==> src/rtl/chloc_pkg.sv <==
package chloc_pkg;
  localparam int WORD_BITS = 32;
  localparam logic [1:0] KIND_DOORBELL = 2'd0;
  localparam logic [1:0] KIND_DATA     = 2'd1;

  typedef struct packed {
    logic load;     // latch first pending window, restart walk
    logic step;     // advance to next table entry
    logic capture;  // store result from current entry
    logic fail;     // store an error result
  } chlocStrobe_t;

  typedef enum logic [1:0] {
    ST_IDLE = 2'd0,
    ST_WALK = 2'd1,
    ST_DONE = 2'd2
  } chlocState_t;
endpackage

==> src/rtl/chloc_cfg_check.sv <==
module chloc_cfg_check
  import chloc_pkg::*;
#(
  parameter int NUM_WIN = 16,
  parameter int NUM_ENT = 4,
  parameter int CNT_W   = 7,
  parameter logic [NUM_ENT*2-1:0]     ENT_KINDS  = '0,
  parameter logic [NUM_ENT*CNT_W-1:0] ENT_COUNTS = '0
) (
  output logic cfgError
);
  localparam int SUM_W = CNT_W + $clog2(NUM_ENT + 1);

  logic [NUM_ENT-1:0] entBad;
  logic [SUM_W-1:0]   runTotal [NUM_ENT+1];

  assign runTotal[0] = '0;

  for (genvar e = 0; e < NUM_ENT; e++) begin : g_ent
    localparam logic [1:0]       KIND = ENT_KINDS[e*2 +: 2];
    localparam logic [CNT_W-1:0] CNT  = ENT_COUNTS[e*CNT_W +: CNT_W];
    assign entBad[e] = (CNT == '0) || ((KIND != KIND_DOORBELL) && (KIND != KIND_DATA));
    assign runTotal[e+1] = runTotal[e] + SUM_W'(CNT);
  end

  assign cfgError = (|entBad) || (int'(runTotal[NUM_ENT]) > NUM_WIN);
endmodule

==> src/rtl/chloc_datapath.sv <==
module chloc_datapath
  import chloc_pkg::*;
#(
  parameter int SUM_WORDS = 4,
  parameter int NUM_WIN   = 16,
  parameter int NUM_ENT   = 4,
  parameter int CNT_W     = 7,
  parameter int WIN_W     = 7,
  parameter int ENT_W     = 2,
  parameter int OFF_W     = 10,
  parameter int CHAN_W    = 10,
  parameter logic [NUM_ENT*2-1:0]     ENT_KINDS  = '0,
  parameter logic [NUM_ENT*CNT_W-1:0] ENT_COUNTS = '0
) (
  input  logic                           clk,
  input  logic                           rstN,
  input  chlocStrobe_t                   strobe,
  input  logic [SUM_WORDS*WORD_BITS-1:0] intSummary,
  input  logic [NUM_WIN*WORD_BITS-1:0]   winStat,
  output logic                           anyHit,
  output logic                           inEntry,
  output logic                           lastEnt,
  output logic [CHAN_W-1:0]              rspChan,
  output logic                           rspError
);
  localparam int SUM_BITS = SUM_WORDS * WORD_BITS;
  localparam int BIT_W    = $clog2(WORD_BITS);

  // Table unpacked from parameters
  logic [1:0]       kindTab [NUM_ENT];
  logic [CNT_W-1:0] cntTab  [NUM_ENT];
  for (genvar e = 0; e < NUM_ENT; e++) begin : g_tab
    assign kindTab[e] = ENT_KINDS[e*2 +: 2];
    assign cntTab[e]  = ENT_COUNTS[e*CNT_W +: CNT_W];
  end

  // Stage one: lowest pending window
  logic [WIN_W-1:0] firstWin;
  always_comb begin
    firstWin = '0;
    anyHit   = 1'b0;
    for (int b = SUM_BITS - 1; b >= 0; b--) begin
      if (intSummary[b]) begin
        firstWin = WIN_W'(b);
        anyHit   = 1'b1;
      end
    end
  end

  // Walk state
  logic [WIN_W-1:0]  winNum;
  logic [ENT_W-1:0]  entIdx;
  logic [OFF_W-1:0]  offset;
  logic [CHAN_W-1:0] chanBase;

  logic [1:0]        curKind;
  logic [CNT_W-1:0]  curCnt;
  logic [OFF_W-1:0]  winExt;
  logic [OFF_W-1:0]  endOff;
  logic [OFF_W-1:0]  relWin;
  logic              isDoorbell;

  assign curKind    = kindTab[entIdx];
  assign curCnt     = cntTab[entIdx];
  assign isDoorbell = (curKind == KIND_DOORBELL);
  assign winExt     = OFF_W'(winNum);
  assign endOff     = offset + OFF_W'(curCnt);
  assign relWin     = winExt - offset;
  assign inEntry    = (winExt < endOff);
  assign lastEnt    = (entIdx == ENT_W'(NUM_ENT - 1));

  // Status word of the latched window
  logic [WORD_BITS-1:0] statWord;
  always_comb begin
    statWord = '0;
    for (int w = 0; w < NUM_WIN; w++) begin
      if (winNum == WIN_W'(w)) statWord = winStat[w*WORD_BITS +: WORD_BITS];
    end
  end

  // Stage two helper: lowest set doorbell bit
  logic [BIT_W-1:0] dbBit;
  logic             dbHit;
  always_comb begin
    dbBit = '0;
    dbHit = 1'b0;
    for (int b = WORD_BITS - 1; b >= 0; b--) begin
      if (statWord[b]) begin
        dbBit = BIT_W'(b);
        dbHit = 1'b1;
      end
    end
  end

  logic [CHAN_W-1:0] candChan;
  logic [CHAN_W-1:0] stepAdd;
  always_comb begin
    if (isDoorbell) begin
      candChan = chanBase + (CHAN_W'(relWin) << BIT_W) + CHAN_W'(dbBit);
      stepAdd  = CHAN_W'(curCnt) << BIT_W;
    end else begin
      candChan = chanBase;
      stepAdd  = CHAN_W'(1);
    end
  end

  always_ff @(posedge clk or negedge rstN) begin
    if (!rstN) begin
      winNum   <= '0;
      entIdx   <= '0;
      offset   <= '0;
      chanBase <= '0;
      rspChan  <= '0;
      rspError <= 1'b0;
    end else begin
      if (strobe.load) begin
        winNum   <= firstWin;
        entIdx   <= '0;
        offset   <= '0;
        chanBase <= '0;
      end else if (strobe.step) begin
        entIdx   <= entIdx + 1'b1;
        offset   <= endOff;
        chanBase <= chanBase + stepAdd;
      end
      if (strobe.capture) begin
        rspChan  <= candChan;
        rspError <= isDoorbell && !dbHit;
      end else if (strobe.fail) begin
        rspChan  <= '0;
        rspError <= 1'b1;
      end
    end
  end
endmodule

==> src/rtl/chloc_ctrl.sv <==
module chloc_ctrl
  import chloc_pkg::*;
(
  input  logic         clk,
  input  logic         rstN,
  input  logic         reqValid,
  input  logic         cfgError,
  input  logic         anyHit,
  input  logic         inEntry,
  input  logic         lastEnt,
  output chlocStrobe_t strobe,
  output logic         busy,
  output logic         rspValid
);
  chlocState_t state, nxtState;

  always_comb begin
    strobe   = '0;
    nxtState = state;
    unique case (state)
      ST_IDLE: begin
        if (reqValid) begin
          if (cfgError || !anyHit) begin
            strobe.fail = 1'b1;
            nxtState    = ST_DONE;
          end else begin
            strobe.load = 1'b1;
            nxtState    = ST_WALK;
          end
        end
      end
      ST_WALK: begin
        if (inEntry) begin
          strobe.capture = 1'b1;
          nxtState       = ST_DONE;
        end else if (lastEnt) begin
          strobe.fail = 1'b1;
          nxtState    = ST_DONE;
        end else begin
          strobe.step = 1'b1;
        end
      end
      ST_DONE: nxtState = ST_IDLE;
      default: nxtState = ST_IDLE;
    endcase
  end

  always_ff @(posedge clk or negedge rstN) begin
    if (!rstN) state <= ST_IDLE;
    else       state <= nxtState;
  end

  assign busy     = (state != ST_IDLE);
  assign rspValid = (state == ST_DONE);
endmodule

==> src/rtl/chan_locator.sv <==
module chan_locator
  import chloc_pkg::*;
#(
  parameter int SUM_WORDS = 4,
  parameter int NUM_WIN   = 16,
  parameter int NUM_ENT   = 4,
  parameter int CNT_W     = 7,
  parameter logic [NUM_ENT*2-1:0]     ENT_KINDS  = {2'd1, 2'd0, 2'd1, 2'd0},
  parameter logic [NUM_ENT*CNT_W-1:0] ENT_COUNTS = {7'd2, 7'd1, 7'd3, 7'd2},
  localparam int WIN_W  = $clog2(SUM_WORDS * WORD_BITS),
  localparam int ENT_W  = (NUM_ENT > 1) ? $clog2(NUM_ENT) : 1,
  localparam int OFF_W  = ((CNT_W > WIN_W) ? CNT_W : WIN_W) + ENT_W + 1,
  localparam int CHAN_W = $clog2(WORD_BITS * NUM_WIN + NUM_ENT + 1)
) (
  input  logic                           clk,
  input  logic                           rstN,
  input  logic                           reqValid,
  input  logic [SUM_WORDS*WORD_BITS-1:0] intSummary,
  input  logic [NUM_WIN*WORD_BITS-1:0]   winStat,
  output logic                           busy,
  output logic                           rspValid,
  output logic                           rspError,
  output logic [CHAN_W-1:0]              rspChan,
  output logic                           cfgError
);
  chlocStrobe_t strobe;
  logic anyHit, inEntry, lastEnt;

  chloc_cfg_check #(
    .NUM_WIN(NUM_WIN), .NUM_ENT(NUM_ENT), .CNT_W(CNT_W),
    .ENT_KINDS(ENT_KINDS), .ENT_COUNTS(ENT_COUNTS)
  ) u_cfg (
    .cfgError(cfgError)
  );

  chloc_ctrl u_ctrl (
    .clk(clk), .rstN(rstN), .reqValid(reqValid), .cfgError(cfgError),
    .anyHit(anyHit), .inEntry(inEntry), .lastEnt(lastEnt),
    .strobe(strobe), .busy(busy), .rspValid(rspValid)
  );

  chloc_datapath #(
    .SUM_WORDS(SUM_WORDS), .NUM_WIN(NUM_WIN), .NUM_ENT(NUM_ENT), .CNT_W(CNT_W),
    .WIN_W(WIN_W), .ENT_W(ENT_W), .OFF_W(OFF_W), .CHAN_W(CHAN_W),
    .ENT_KINDS(ENT_KINDS), .ENT_COUNTS(ENT_COUNTS)
  ) u_dp (
    .clk(clk), .rstN(rstN), .strobe(strobe), .intSummary(intSummary),
    .winStat(winStat), .anyHit(anyHit), .inEntry(inEntry), .lastEnt(lastEnt),
    .rspChan(rspChan), .rspError(rspError)
  );
endmodule

==> config.mk <==
export PLATFORM = sky130hd
export DESIGN_NAME = chan_locator
export DESIGN_NICKNAME = d
export VERILOG_FILES = /design/src/rtl/chloc_pkg.sv /design/src/rtl/chloc_cfg_check.sv /design/src/rtl/chloc_datapath.sv /design/src/rtl/chloc_ctrl.sv /design/src/rtl/chan_locator.sv
export SDC_FILE = /design/constraint.sdc
export NUM_CORES = 1
export LEC_CHECK = 0
export CORE_AREA = 4 4 256 258
export CTS_CLUSTER_DIAMETER = 150
export DETAILED_ROUTE_END_ITERATION = 10
export DIE_AREA = 0 0 260 262
export DONT_BUFFER_PORTS = 1
export PLACE_DENSITY_LB_ADDON = 0.3
export SLEW_MARGIN = 20
export SYNTH_ARGS = -nofsm -noshare
export SYNTH_HDL_FRONTEND = slang
export SYNTH_SLANG_ARGS = --single-unit
==> constraint.sdc <==
create_clock -name clk -period 5.2 [get_ports clk]
set_input_delay 1.04 -clock clk [delete_from_list [all_inputs] [get_ports clk]]
set_output_delay 1.04 -clock clk [all_outputs]
set_load 0.1 [all_outputs]
==> flow_summary_export.csv, run 1 <==
group,metric,value,unit
outcome,status,"finished, violations left",
outcome,violations,"negative setup slack",
final_layout,drive_gt1_share,23.0,%
detailed_routing,first_iter_violations,1088,
detailed_routing,wl_per_cell,35.3,um
place,dpl.cell_count,2286,
yosys,syn_avg_cell_area,7.37,um2
detailed_routing,wl,82300,um
cts,cts-root-buf,"clkbuf_16",
yosys,synth.net_count,1982,
place,portBuffers,0,
power,pwr-share-comb,82.6,%
cts,cts_tree,"yes",
yosys,ys.flop_type,"dfrtp_1",
yosys,ys_types,89,
worst_setup_path,path_class,"input pin to flip-flop",
worst_setup_path,cp_max_fo,2,
global_routing,grt_start_max_net_pins,52,
cts,cts_buffers,5,
sta,max_slew_margin,33.1,%
place,gp_congestion,0.950,
global_routing,grt_first_pass_wirelength,107000,um
sta,setup_ws,-0.00959,ns
power,power_density,496,nW/um2
die,initial_core_util,15.3,%
die,dieArea,68100,um2
die,fp.dieH,262,um
detailed_routing,dr.pass1.iters,6,
cts,hold_buffers,0,
yosys,async_flop_share,100,%
detailed_routing,drt-vias-per-instance,5.47,
yosys,syn_area,9640,um2
global_routing,first_global_vias,12700,
hold_path,hold_path.class,"input pin to asynchronous set/reset pin",
power,p_int,2860,uW
power,pwr-share-seq,12.1,%
worst_setup_path,endpoint_kind,"flip-flop",
yosys,ys_seq_area_share,10.9,%
die,row_count,92,
final_layout,synthToLayoutAreaGrowth,30.8,%
power,leakagePower,0.00484,uW
sta,final-hold-violation-count,0,
die,coreArea,63000,um2
final_layout,nets,2128,
detailed_routing,vias,12700,
detailed_routing,ant_nets,0,
sta,rsz0062_at_grt,"true",
yosys,synth-seq-cells,42,
global_routing,antenna_found_initial,45,
global_routing,grt_use_total,22.6,%
sta,setup_viol,1,
place,dpl.hpwl,72300,um
sta,skew,0.00745,ns
final_layout,final_util,20.0,%
sta,worstMarginPinSlew,1.00,ns
cts,cts_max_path_buffers,2,
cts,clock_latency,0.29,ns
power,ir_worst_vdd,0.000223,V
detailed_routing,drc,0,
cts,htreeDepth,2,
sta,period_needed,5.21,ns
cts,clkTransAtPathRegs,0.07,ns
die,die_w,260,um
job,cap_violations,0,
yosys,yosys_warnings,0,
die,io_pins,657,
sta,drv_slew,0,
power,p_switching,3400,uW
sta,fmax,192,MHz
sta,fin_crit_sh,100,%
power,power_frac_clock,5.3,%
yosys,synth_edf_count,0,
yosys,netlist_instances,1308,
global_routing,grt-ovfl-total,0,
worst_setup_path,worstPathRequired,5.35,ns
final_layout,instances_no_fill,2332,
power,swShare,54.3,%
cts,cts_sinks,42,
worst_setup_path,worstSetupStartpointType,"input pin",
worst_setup_path,arrival,5.36,ns
placed cells by master, fill, tap and decap left out, types with 28 or more instances in the layout:
cell     count
nor2_1     119
mux2i_1     69
nor3_1      51
o21ai_0     78
nand2_1     93
diode_2     31
dfrtp_1     38
a21oi_1     85
ha_1        28
nor4_1      50
nand3_1     46
buf_4      206
inv_1       49
mux4_2      31
per-layer routing:
metal	GRT usage (%)	vias up	share of wire, %
met2	38.8	789	49
met5	0	-	0.11
met1	25.5	6299	37
li1	-	5490	-
met3	6.45	151	9.2
met4	12.2	16	5.2
cell usage after synthesis (18+ instances only):
cell type / n / area, um2
nor2_1: 124 / 465
dfrtp_1: 42 / 1050
and3_1: 22 / 138
nor4_1: 51 / 319
o21ai_0: 81 / 405
nand4_1: 24 / 150
ha_1: 28 / 350
nand3_1: 46 / 230
inv_1: 49 / 184
a211oi_1: 19 / 143
a31oi_1: 19 / 119
o22ai_1: 18 / 113
o211ai_1: 21 / 158
a21oi_1: 87 / 435
nand2b_1: 20 / 125
mux2i_1: 70 / 701
buf_2: 22 / 110
mux4_2: 30 / 676
nand2_1: 93 / 349
a22oi_1: 18 / 135
nor3_1: 54 / 270
clkbuf_1: 43 / 161
flip-flops by register name, summed over array words and instances (netlist names):
signal	count
u_dp.rspChan	10
u_dp.chanBase	10
u_dp.winNum	7
u_dp.offset	10
u_dp.rspError	1
u_ctrl.state	2
u_dp.entIdx	2
worst max-delay path, stage by stage:
cell and delay [ns]:
mux4_2 0.46, a22o_1 0.26, a2111o_1 0.44, a221o_1 0.34
or4b_1 0.48, o221a_1 0.25, o21ai_1 0.14, nor4b_4 0.25
ha_1 0.28, a21o_1 0.17, a21oi_2 0.15, o21bai_1 0.10
a2111o_1 0.40, nand4_1 0.10, a21oi_1 0.08, nor3b_2 0.20
xnor2_1 0.15, o21ai_1 0.07
stage by stage:
stage                     hold slack (ns)  area (um2)  setup slack, ns  total power [uW]  TNS [ns]
after detailed placement            0.523       12200           -0.641              5770     -2.66
after global placement              0.514       12200           -0.697              5750     -2.67
after floorplan                     0.493        9640           0.0252              3560         0
after global routing                0.418       12600           -0.255              6660    -0.518
after CTS                           0.430       12400          -0.0271              6160   -0.0271
final                               0.436       12600         -0.00959              6260  -0.00959
final cells by class:
class,instances,area (um2)
Antenna cell,31,77.6
Clock buffer,5,125
Clock inverter,3,23.8
Fill cell,7168,50400
Inverter,50,188
Multi-Input combinational cell,1129,8150
Sequential cell,42,1060
Tap cell,846,1060
Timing Repair Buffer,226,1930
cell families after synthesis:
family / Yosys count / share of synthesized area, %
buffers and inverters: 137 / 6.55
xor gates and xnor gates: 17 / 1.54
DFF: 42 / 10.9
and+or+nand+nor: 514 / 27.8
AOI/OAI and AO/OA: 448 / 32.3
muxes: 118 / 16.7
other: 1 / 0.0389
adders and majority gates: 31 / 4.26
timing repair:
action,in CTS,in global routing
cloned,0,1
endpoints found under the hold margin,0,0
pin swaps,3,2
setup buffers,0,6
resized for setup,13,24
endpoints found under the setup margin,6,4
power by group through the flow:
stage,sequential [uW],combinational [uW],clock (uW)
2_1_floorplan,700,2860,0
5_1_grt,774,5520,357
4_1_cts,770,5040,345
3_3_place_gp,776,4980,0
3_5_place_dp,776,5000,0
6_report,757,5180,329
path summary, 6_finish.rpt:
kind | from | end | cells after the start | slack [ns]
worst max-delay path | winStat[188] | u_dp.rspChan[9] | 18 | -0.01
worst min-delay path | rstN | u_dp.rspChan[5] | 0 | 0.44
worst max register to register | u_dp.winNum[5] | u_dp.rspChan[9] | 24 | 0.11
worst min register to register | u_dp.offset[7] | u_dp.offset[7] | 1 | 0.55
max in group asynchronous | rstN | u_dp.winNum[1] | 0 | 4.64
min in group clk | u_dp.offset[7] | u_dp.offset[7] | 1 | 0.55
Note: power is estimated with default switching activity, not from simulation.
==> inputs of run 2 (changes only) <==
--- a/config.mk
+++ b/config.mk
@@ -5,12 +5,15 @@
 export SDC_FILE = /design/constraint.sdc
 export NUM_CORES = 1
 export LEC_CHECK = 0
-export CORE_AREA = 4 4 256 258
+export CELL_PAD_IN_SITES_DETAIL_PLACEMENT = 2
+export CELL_PAD_IN_SITES_GLOBAL_PLACEMENT = 2
+export CORE_AREA = 4 4 257 259
 export CTS_CLUSTER_DIAMETER = 150
 export DETAILED_ROUTE_END_ITERATION = 10
-export DIE_AREA = 0 0 260 262
+export DIE_AREA = 0 0 261 263
 export DONT_BUFFER_PORTS = 1
 export PLACE_DENSITY_LB_ADDON = 0.3
+export SKIP_CTS_REPAIR_TIMING = 1
 export SLEW_MARGIN = 20
 export SYNTH_ARGS = -nofsm -noshare
 export SYNTH_HDL_FRONTEND = slang
==> flow_summary_export.csv, run 2 (synthesis results as in run 1) <==
group,metric,value,unit
outcome,status,"finished, violations left",
outcome,violations,"negative setup slack",
die,die_w,261,um
worst_setup_path,worstPathRequired,5.35,ns
worst_setup_path,r2r_start,"u_dp.winNum[6]",
sta,setup_viol,2,
hold_path,hold_path.class,"input pin to asynchronous set/reset pin",
cts,cts_max_path_buffers,2,
worst_setup_path,endpoint_kind,"flip-flop",
power,power_density,498,nW/um2
die,dieArea,68600,um2
sta,rsz0062_at_grt,"true",
power,total_power,6110,uW
power,leakagePower,0.00465,uW
worst_setup_path,reg2reg_slack,-0.06,ns
power,p_switching,3370,uW
cts,cts-root-buf,"clkbuf_16",
die,row_count,93,
sta,setup_ws,-0.125,ns
detailed_routing,wl_per_cell,36.6,um
detailed_routing,drc,0,
global_routing,grt_start_max_net_pins,61,
cts,htreeDepth,2,
sta,max_slew_margin,31.0,%
power,pwr-share-comb,81.0,%
sta,final-hold-violation-count,0,
power,ir_worst_vdd,0.000181,V
global_routing,grt-ovfl-total,0,
power,power_frac_clock,6.3,%
sta,fmax,188,MHz
final_layout,nets,2099,
cts,clock_latency,0.30,ns
global_routing,grt_first_pass_wirelength,113000,um
power,swShare,55.2,%
detailed_routing,ant_nets,0,
final_layout,drive_gt1_share,20.7,%
detailed_routing,dr.pass1.iters,5,
global_routing,first_global_vias,13600,
power,pwr-share-seq,12.7,%
detailed_routing,wl,85000,um
final_layout,layout_commonest_cell,"buf_4",
final_layout,layout_common_cells,"buf_4, nor2_1, nand2_1, a21oi_1, o21ai_0",
final_layout,final_util,19.2,%
sta,period_needed,5.33,ns
die,initial_core_util,15.1,%
worst_setup_path,path_class,"input pin to flip-flop",
sta,drv_slew,0,
power,p_int,2740,uW
job,cap_violations,0,
cts,cts_sinks,42,
detailed_routing,first_iter_violations,694,
sta,fin_crit_sh,102,%
cts,clkTransAtPathRegs,0.08,ns
final_layout,fillCellCount,7541,
worst_setup_path,worst_r2r_path_depth,23,
worst_setup_path,worstSetupStartpointType,"input pin",
sta,worstMarginPinSlew,1.03,ns
detailed_routing,vias,12600,
worst_setup_path,cp_max_fo,3,
die,fp.dieH,263,um
final_layout,synthToLayoutAreaGrowth,27.1,%
global_routing,antenna_found_initial,55,
global_routing,grt_use_total,23.2,%
worst_setup_path,timing.rr.end,"u_dp.rspChan[9]",
place,dpl.hpwl,74600,um
die,io_pins,657,
final_layout,largestRegisters,"u_dp.chanBase: 10 flops, u_dp.offset: 10 flops, u_dp.rspChan: 10 flops",
cts,cts_tree,"yes",
place,gp_congestion,0.960,
cts,cts_buffers,5,
place,portBuffers,0,
die,coreArea,63900,um2
sta,skew,0.0129,ns
worst_setup_path,arrival,5.48,ns
detailed_routing,drt-vias-per-instance,5.44,
## run 2: critical path, stage by stage
cell and delay, ns:
mux4_2 0.46, a22o_1 0.29, a2111o_1 0.44, a221o_1 0.36, or4b_1 0.49, o221a_1 0.24
o21ai_1 0.15, nor4b_4 0.26, ha_1 0.28, a21o_1 0.18, a21oi_2 0.17, o21bai_2 0.09
a2111o_1 0.41, nand4_1 0.13, a21oi_2 0.07, nor3b_2 0.21, xnor2_1 0.14, o21ai_1 0.07
## run 2: layout make-up
cell class / count / area [um2] / share of cell area (%)
sequential: 42 / 1060 / 8.67
multi-input combinational: 1129 / 8050 / 65.7
clock buffer: 5 / 125 / 1.02
clock inverter: 3 / 48.8 / 0.398
antenna: 41 / 103 / 0.837
tap: 855 / 1070 / 8.73
timing repair buffer: 197 / 1610 / 13.1
inverter: 50 / 188 / 1.53
## run 2: power by group through the flow
stage          registers (uW)  logic (uW)  clock network [uW]
2_1_floorplan             700        2860                   0
3_3_place_gp              786        4810                   0
3_5_place_dp              787        4890                   0
4_1_cts                   781        4910                 401
5_1_grt                   793        5280                 412
6_report                  775        4950                 387
## run 2: stage by stage
| stage | cell area, um2 | setup slack (ns) | instances | hold WS, ns | TNS (ns) |
|---|---|---|---|---|---|
| final | 12300 | -0.125 | 2322 | 0.426 | -0.180 |
| after global routing | 12200 | -0.320 | 2312 | 0.404 | -0.916 |
| after CTS | 12100 | -0.352 | 2278 | 0.416 | -0.951 |
| after detailed placement | 11900 | -0.609 | 2270 | 0.541 | -1.66 |
| after global placement | 11900 | -0.571 | 2270 | 0.521 | -1.21 |
| after floorplan | 9640 | 0.0252 | 1308 | 0.493 | 0 |
## run 2: worst max path at each step
stage,cells past startpoint,startpoint,to
floorplan,18,winStat[188],u_dp.rspChan[9]
global placement,18,winStat[188],u_dp.rspChan[9]
detailed placement,18,winStat[188],u_dp.rspChan[9]
CTS,24,u_dp.winNum[2],u_dp.rspChan[9]
global route,18,winStat[188],u_dp.rspChan[9]
finish,18,winStat[188],u_dp.rspChan[9]
## run 2: layer usage
metal / share of wire (%) / vias to the layer above / global-route usage, %
li1: - / 5440 / -
met4: 6.7 / 16 / 13.7
met1: 35 / 6407 / 23.8
met5: 0.14 / - / 0
met3: 7.9 / 159 / 6.78
met2: 50 / 620 / 41.7
